--- src/rtl/edo_dram_pkg.sv ---
package edo_dram_pkg;

    typedef enum logic [1:0] {
        CYC_IDLE,
        CYC_ACCESS,
        CYC_REFRESH
    } cyc_e;

    typedef struct packed {
        logic       ras_n;
        logic [1:0] cas_n;   // [0] lower lane, [1] upper lane
        logic       we_n;
    } strobe_t;

    localparam strobe_t STROBE_IDLE = '{ras_n: 1'b1, cas_n: 2'b11, we_n: 1'b1};

    function automatic logic edge_fall(input logic prev, input logic cur);
        return prev & ~cur;
    endfunction

    function automatic logic edge_rise(input logic prev, input logic cur);
        return ~prev & cur;
    endfunction

endpackage

--- src/rtl/edo_cycle_ctrl.sv ---
module edo_cycle_ctrl
    import edo_dram_pkg::*;
#(
    parameter int ADDR_W   = 9,
    parameter int ROW_BITS = 3,
    parameter int COL_BITS = 3,
    parameter int T_RCD    = 2,
    parameter int T_RAS    = 4,
    localparam int IDX_W   = ROW_BITS + COL_BITS,
    localparam int CNT_MAX = (T_RAS > T_RCD) ? T_RAS : T_RCD,
    localparam int CNT_W   = $clog2(CNT_MAX + 1)
) (
    input  logic              clk,
    input  logic              rst,
    input  strobe_t           strb,
    input  logic [ADDR_W-1:0] addr,
    input  logic [ADDR_W-1:0] ref_cnt,
    output logic              ref_advance,
    output logic [1:0]        lane_acc,
    output logic [1:0]        lane_clr,
    output logic [IDX_W-1:0]  word_idx,
    output logic              refresh_done,
    output logic [ADDR_W-1:0] refreshed_row,
    output logic              timing_viol
);
    strobe_t             prev_q;
    cyc_e                mode_q;
    logic [ADDR_W-1:0]   row_q;
    logic [COL_BITS-1:0] col_q;
    logic [CNT_W-1:0]    cnt_q;
    logic                xfer_q;

    logic       ras_fall, ras_rise, we_fall, first_cas;
    logic [1:0] cas_fall;

    always_comb begin
        ras_fall  = edge_fall(prev_q.ras_n, strb.ras_n);
        ras_rise  = edge_rise(prev_q.ras_n, strb.ras_n);
        we_fall   = edge_fall(prev_q.we_n, strb.we_n);
        for (int i = 0; i < 2; i++)
            cas_fall[i] = edge_fall(prev_q.cas_n[i], strb.cas_n[i]);
        first_cas   = (|cas_fall) & (&prev_q.cas_n);
        lane_acc    = (mode_q == CYC_ACCESS && !ras_fall) ? cas_fall : 2'b00;
        ref_advance = ras_fall & ~(&strb.cas_n);
        word_idx    = {row_q[ROW_BITS-1:0], first_cas ? addr[COL_BITS-1:0] : col_q};
        for (int i = 0; i < 2; i++)
            lane_clr[i] = (strb.ras_n & strb.cas_n[i]) | we_fall;
    end

    always_ff @(posedge clk) begin
        if (rst) begin
            prev_q        <= STROBE_IDLE;
            mode_q        <= CYC_IDLE;
            row_q         <= '0;
            col_q         <= '0;
            cnt_q         <= '0;
            xfer_q        <= 1'b0;
            refresh_done  <= 1'b0;
            refreshed_row <= '0;
            timing_viol   <= 1'b0;
        end else begin
            prev_q       <= strb;
            refresh_done <= 1'b0;
            if (ras_fall) begin
                cnt_q  <= CNT_W'(1);
                xfer_q <= 1'b0;
                if (&strb.cas_n) begin
                    mode_q <= CYC_ACCESS;
                    row_q  <= addr;
                end else begin
                    mode_q        <= CYC_REFRESH;
                    refresh_done  <= 1'b1;
                    refreshed_row <= ref_cnt;
                end
            end else if (!strb.ras_n && cnt_q != CNT_W'(CNT_MAX)) begin
                cnt_q <= cnt_q + 1'b1;
            end
            if (|lane_acc) begin
                xfer_q <= 1'b1;
                if (cnt_q < CNT_W'(T_RCD)) timing_viol <= 1'b1;
                if (first_cas) col_q <= addr[COL_BITS-1:0];
            end
            if (ras_rise) begin
                mode_q <= CYC_IDLE;
                if (cnt_q < CNT_W'(T_RAS)) timing_viol <= 1'b1;
                if (mode_q == CYC_ACCESS && !xfer_q) begin
                    refresh_done  <= 1'b1;
                    refreshed_row <= row_q;
                end
            end
        end
    end

    assert_viol_sticky_R9: assert property (@(posedge clk) disable iff (rst)
        $past(timing_viol) |-> timing_viol);

endmodule

--- config.mk ---
export PLATFORM = sky130hd
export DESIGN_NAME = edo_cycle_ctrl
export DESIGN_NICKNAME = d
export VERILOG_FILES = /design/src/rtl/edo_dram_pkg.sv /design/src/rtl/edo_cycle_ctrl.sv
export SDC_FILE = /design/constraint.sdc
export NUM_CORES = 1
export LEC_CHECK = 0
export BUFFER_PORTS_ARGS = -buffer_cell sky130_fd_sc_hd__buf_2
export CELL_PAD_IN_SITES_DETAIL_PLACEMENT = 0
export CELL_PAD_IN_SITES_GLOBAL_PLACEMENT = 2
export CORE_ASPECT_RATIO = 0.7
export CORE_MARGIN = 1.5
export CORE_UTILIZATION = 29
export CTS_CLUSTER_SIZE = 16
export DETAILED_ROUTE_END_ITERATION = 10
export HOLD_SLACK_MARGIN = 0.1
export PLACE_DENSITY = 0.82
export SKIP_CTS_REPAIR_TIMING = 1
export SYNTH_ARGS = -nofsm -noshare
export SYNTH_HDL_FRONTEND = slang
export SYNTH_SLANG_ARGS = --single-unit
--- constraint.sdc ---
create_clock -name clk -period 1.75 [get_ports clk]
set_clock_uncertainty 0.15 [all_clocks]
set_input_delay 0.0875 -clock clk [delete_from_list [all_inputs] [get_ports clk]]
set_output_delay 0.0875 -clock clk [all_outputs]
set_load 0.01 [all_outputs]
==> key figures, run 1 <==
Power
  – Peak supply drop: approximately 0.00026 V
  – Static Leak: 0.9134 nW
  – Pwr/cell area: 783.5 mW/mm²
  – Overall Power: 1.627 mW

Clock network
  – CTS Sinks: 33
  – Clock Latency Late Sink: 280 ps
  – H-tree Lvls: 2
  – CTS Buf Count: 5
  – CTS tree: built
  – Root Buffer Master: clkbuf_8
  – Clock-pin transition on the worst setup and hold timing paths: 60 ps
  – Longest Clk Path Bufs: 2

Global routing
  – Met3 Use GR: about 4%
  – Total GRT Usage: 12.95%
  – Total congestion overflow: 0
  – GRT met1 Usage: 17.60%
  – Met2 usage: 19.03%
  – First-pass GRT wire length: about 5600 µm
  – Initial antenna violation count: 0
  – GRT Max-Usage Layer: met2
  – Number of global-route vias before repair: 1235
  – Largest net degree at the start of global routing: 20

Floorplanning
  – Die W: 88.68 µm
  – Core Box Area: 0.004861 mm²
  – Die Ht: 62.98 µm
  – FP Rows: 21
  – IO Count: 46
  – Die ar.: 0.005585 mm²
  – Starting Density: 30.66%

Placed design
  – Pre-CTS setup slack: 131.8 ps
  – Detail Placement HPWL: 2485 µm
  – Buffers on Ports: 45
  – Placer Congestion: 0.7766

Logic synthesis
  – Syn avg cell area: around 8.8 µm²
  – Synth warn: 0
  – Top area cells in the synthesized netlist: dfxtp_1 (44%), nand2_1 (11%), a311oi_2 (9.1%), a21oi_1 (4.7%), nor2_1 (4.3%)
  – Post-synth top flop: dfxtp_1
  – Synth top area share: 44.33%
  – Sequential fraction of the synthesis area: 44.33%
  – Netlist cell types: 31
  – Async set-reset flop share out of synthesis: 0%
  – Synthesized area: 0.001490 mm²
  – Cell count after synthesis: 170
  – Post-synth EDFFs: 0
  – Syn nets: about 200
  – Synthesis-stage register bit count: 33
  – Top cell type by total area after synthesis: dfxtp_1

Timing
  – Fin Hold WS: 126.0 ps
  – TNS Setup: 0 ps
  – Final count of pins violating max slew: 0
  – Fmax: approximately 630 MHz
  – Unrepaired setup endpoints after global routing: false
  – Part of the cycle the worst path needs: between 90% and 100%
  – Min Clock Period, post-route: 1596 ps
  – Slew headroom: a little over two thirds
  – Fin. Hold Viols: 0
  – PnR worst setup slack: 154.0 ps
  – Worst slew pin tran: 452.9 ps
  – # setup viols final: 0

Finish
  – Area growth, synth to finish: 39.38%
  – Final core utilization: 42.73%
  – Commonest non-fill, non-tap cell in the layout: buf_2
  – Nets: around 260
  – Most frequent cells in the layout: buf_2 (45), nand2_1 (42), dfxtp_1 (33)
  – Layout cells sized above 1: 32.08%
  – Inserted Diodes: 0

Status
  – Status: complete, no violations

Min path
  – Min-delay worst type: primary input to register

Critical path
  – Startpoint types: register
  – Slowest CP cell: dfxtp_1
  – CP peak stage delay: 340 ps
  – CP required: 1510 ps
  – Setup CP Type: register to primary output
  – Arrival time at the worst endpoint: 1360 ps
  – CP Capture Type: primary output
  – Delay-heaviest family, CP: buffers and inverters
  – Crit path cell chain: nor2b_2, nand2_1, clkinvlp_4, buf_2
  – Critical-path maximum fanout: 11
  – Buffers & Inverters on Critical Path: 2

Drt
  – Via count: 1376
  – WL/cell: 11.93 µm
  – Initial drt markers: 65
  – Via/cell ratio: 4.453
  – # DRC: 0
  – Antenna Nets Post-Route: 0
  – First-pass DRT Iterations: 4
  – Drt total wl: 3686 µm

Run
  – Max cap viols: 0
[layout make-up]
class / count / area (µm²)
clock buffer: 6 / 72.57
timing repair buffer: 75 / 513.0
fill: 506 / 2784
clock inverter: 2 / 10.01
tap: 69 / 86.33
multi-input combinational: 116 / 700.7
inverter: 8 / 33.78
sequential: 33 / 660.6
[metrics by stage]
stage | std cells | area (µm²)
floorplan | 170 | 1490
global placement | 276 | 1735
detailed placement | 276 | 1735
CTS | 284 | 1818
global route | 309 | 2077
finish | 309 | 2077
[routing by layer]
metal / up-vias / routed length [µm]
met2: 23 / 1765
met1: 645 / 1731
li1: 704 / -
met4: 0 / 37
met5: - / 0
met3: 4 / 152
[cells in the mapped netlist (2+ instances only)]
library cell / count
a311oi_2: 9
buf_4: 4
mux2i_1: 3
nand2b_1: 4
or2_2: 4
nor2_1: 17
dfxtp_1: 33
buf_6: 3
clkbuf_1: 3
nand2b_4: 2
nor3_1: 4
a211oi_1: 3
a21oi_1: 14
o21ai_0: 2
nand2_1: 42
inv_1: 8
[worst paths after layout]
check	startpoint	to	slack, ps	cells after the start
worst max-delay path	prev_q[3]$_SDFF_PP1_	ref_advance	150	4
worst min-delay path	strb[3]	cnt_q[2]$_SDFFE_PP0P_	130	3
worst max register to register	prev_q[3]$_SDFF_PP1_	col_q[2]$_SDFFE_PP0N_	180	5
worst min register to register	row_q[3]$_SDFFE_PP0P_	row_q[3]$_SDFFE_PP0P_	310	2
[where the power goes]
| part | internal [mW] | switching [mW] | total [mW] |
|---|---|---|---|
| clock | 0.275 | 0.272 | 0.548 |
| sequential | 0.789 | 0.0216 | 0.810 |
| combinational | 0.136 | 0.134 | 0.269 |
| total | 1.20 | 0.427 | 1.63 |
[state kept, by name, indices dropped and copies added, names as in the netlist, named ones only]
name and flops:
cnt_q 3, col_q 3, mode_q 2, prev_q 4, refresh_done 1, refreshed_row 9, row_q 9, xfer_q 1
[kinds of logic (layout without fill, tap and decap cells)]
family / Yosys count / in the layout / synth area share [%]
AOI/OAI and AO/OA: 33 / 33 / 19.82
muxes: 3 / 3 / 2.015
adders and majority gates: 1 / 1 / 0.8395
DFF: 33 / 33 / 44.33
buffers and inverters: 21 / 91 / 8.983
and+or+nand+nor: 79 / 79 / 24.01
[worst min-delay path, delay by kind of cell]
kind | cells | cell delay [ps]
buffers and inverters | 1 | 160
AND/OR/NAND/NOR | 2 | 250
No activity file was read; power rests on OpenSTA's default activity.
==> inputs of run 2 (changes only) <==
Settings changed: PLACE_DENSITY 0.82 to default, PLACE_DENSITY_LB_ADDON from default to 0.15.
==> run 2 against run 1 <==
Clock-buffer cell count increased by 1. Power increased by 11%. Sequential power about the same. First-iteration DRC count decreased by 45%. Sequential share of layout area increased by 0.058 points. Critical endpoint unchanged. Largest power group unchanged.
==> key figures, run 2 (same netlist as run 1, synthesis figures left out) <==
Critical path
  – Crit path cell chain: nor2b_4, nand2_1, clkinvlp_4, buf_2
  – RR Startpoint: mode_q[1]$_SDFFE_PP0N_
  – Delay-heaviest family, CP: flip-flops
  – Worst flop-to-flop path endpoint: refreshed_row[7]$_SDFF_PP0_
  – Buffers & Inverters on Critical Path: 2
  – Critical-path maximum fanout: 11
  – Startpoint types: register
  – Setup CP Type: register to primary output
  – Reg2Reg Depth: 5
  – Reg2reg setup slack: roughly 210 ps
  – Slowest CP cell: dfxtp_1
  – CP Capture Type: primary output
  – CP peak stage delay: around 390 ps
  – Arrival time at the worst endpoint: around 1400 ps
  – CP required: about 1500 ps

Timing
  – Part of the cycle the worst path needs: roughly 93%
  – PnR worst setup slack: 121.0 ps
  – TNS Setup: 0 ps
  – Fin. Hold Viols: 0
  – Worst slew pin tran: about 440 ps
  – Final count of pins violating max slew: 0
  – Slew headroom: 70.77%
  – Unrepaired setup endpoints after global routing: false
  – Min Clock Period, post-route: 1629 ps
  – Fmax: 613.9 MHz
  – # setup viols final: 0

Floorplanning
  – Die Ht: 62.98 µm
  – Starting Density: 30.66%
  – Core Box Area: around 0.0049 mm²
  – Die W: 88.68 µm
  – Die ar.: between 0.005 and 0.006 mm²
  – FP Rows: 21
  – IO Count: 46

Drt
  – Via/cell ratio: 4.397
  – Antenna Nets Post-Route: 0
  – Initial drt markers: 36
  – # DRC: 0
  – WL/cell: around 12 µm
  – Drt total wl: roughly 3600 µm
  – First-pass DRT Iterations: 4
  – Via count: 1341

Global routing
  – Total GRT Usage: 13.68%
  – Initial antenna violation count: 0
  – Total congestion overflow: 0
  – Number of global-route vias before repair: ~1300
  – First-pass GRT wire length: around 5800 µm
  – Largest net degree at the start of global routing: 34

Finish
  – Nets: 260
  – Top flop regs: refreshed_row x9, row_q x9, prev_q x4
  – Most frequent cells in the layout: buf_2 (45), nand2_1 (42), dfxtp_1 (33)
  – Fin cells: approximately 300
  – Area growth, synth to finish: 39.13%
  – Commonest non-fill, non-tap cell in the layout: buf_2
  – Final core utilization: 42.65%
  – Layout cells sized above 1: 31.78%
  – Inserted Diodes: 0

Min path
  – Hold Path Stages: 3
  – Min-delay worst type: primary input to register
  – Hold_sp: strb[3]
  – Hold endpoint: cnt_q[1]$_SDFFE_PP0P_

Clock network
  – Root Buffer Master: clkbuf_8
  – CTS tree: built
  – H-tree Lvls: 2
  – Clock-pin transition on the worst setup and hold timing paths: 60 ps
  – Longest Clk Path Bufs: 2
  – CTS Sinks: 33
  – Clock Latency Late Sink: ~280 ps
  – CTS Buf Count: 5

Power
  – Peak supply drop: 0.0002671 V
  – Sw frac: roughly a quarter
  – Static Leak: 0.9127 nW
  – Net switching power: roughly 0.43 mW
  – Overall Power: 1.811 mW
  – Cell internal pwr: between 1 and 1.5 mW
  – Pwr/cell area: 873.5 mW/mm²
  – Comb pwr share: 14.6%
  – Reg power frac: 44.7%
  – Clock network power share: 40.7%

Placed design
  – Placer Congestion: 0.7186
  – Detail Placement HPWL: 2501 µm
  – Buffers on Ports: 45
  – Post-Place Cells: approximately 280
  – Pre-CTS setup slack: ~36 ps

Run
  – Max cap viols: 0

Status
  – Status: complete, no violations
## run 2: per-stage QoR
| step | hold slack (ps) | area [µm²] |
|---|---|---|
| after detailed placement | 139.6 | 1728 |
| final | 61.06 | 2073 |
| after CTS | -161.5 | 1844 |
| after floorplan | 14.73 | 1490 |
| after global placement | 131.6 | 1728 |
| after global routing | 112.5 | 2073 |
## run 2: worst max path at each step
stage	start	to	slack [ps]	cells past startpoint
6_report	prev_q[3]$_SDFF_PP1_	ref_advance	120	4
5_1_grt	prev_q[3]$_SDFF_PP1_	ref_advance	10	4
4_1_cts	prev_q[3]$_SDFF_PP1_	ref_advance	-90	4
3_5_place_dp	prev_q[3]$_SDFF_PP1_	refreshed_row[2]$_SDFF_PP0_	40	5
3_3_place_gp	prev_q[3]$_SDFF_PP1_	refreshed_row[2]$_SDFF_PP0_	140	5
2_1_floorplan	mode_q[1]$_SDFFE_PP0N_	refreshed_row[0]$_SDFF_PP0_	280	5
## run 2: worst register-to-register path, delay by kind of cell (launching register included)
family	cells	cell delay, ps
AND/OR/NAND/NOR	3	660
flip-flops	1	310
buffers and inverters	1	220
AO/OA/AOI/OAI	1	60
## run 2: power groups by stage
stage               Combinational (mW)  Sequential [mW]  Clock (mW)
finish                           0.264            0.810       0.737
global placement                 0.222            0.825           0
global route                     0.295            0.815       0.787
detailed placement               0.226            0.827           0
floorplan                        0.142            0.831           0
CTS                              0.226            0.810       0.761
## run 2: layout make-up
| type | instances | area (µm²) |
|---|---|---|
| Multi-Input combinational cell | 116 | 700.7 |
| Inverter | 8 | 33.78 |
| Clock inverter | 1 | 30.03 |
| Fill cell | 498 | 2788 |
| Sequential cell | 33 | 660.6 |
| Tap cell | 69 | 86.33 |
| Timing Repair Buffer | 71 | 475.5 |
| Clock buffer | 7 | 86.33 |
## run 2: layer usage
metal	part of all wire, %	GRT usage (%)
met1	47	16.61
met2	47	21.78
met3	3.9	4.624
met4	1.8	5.859
met5	0	0
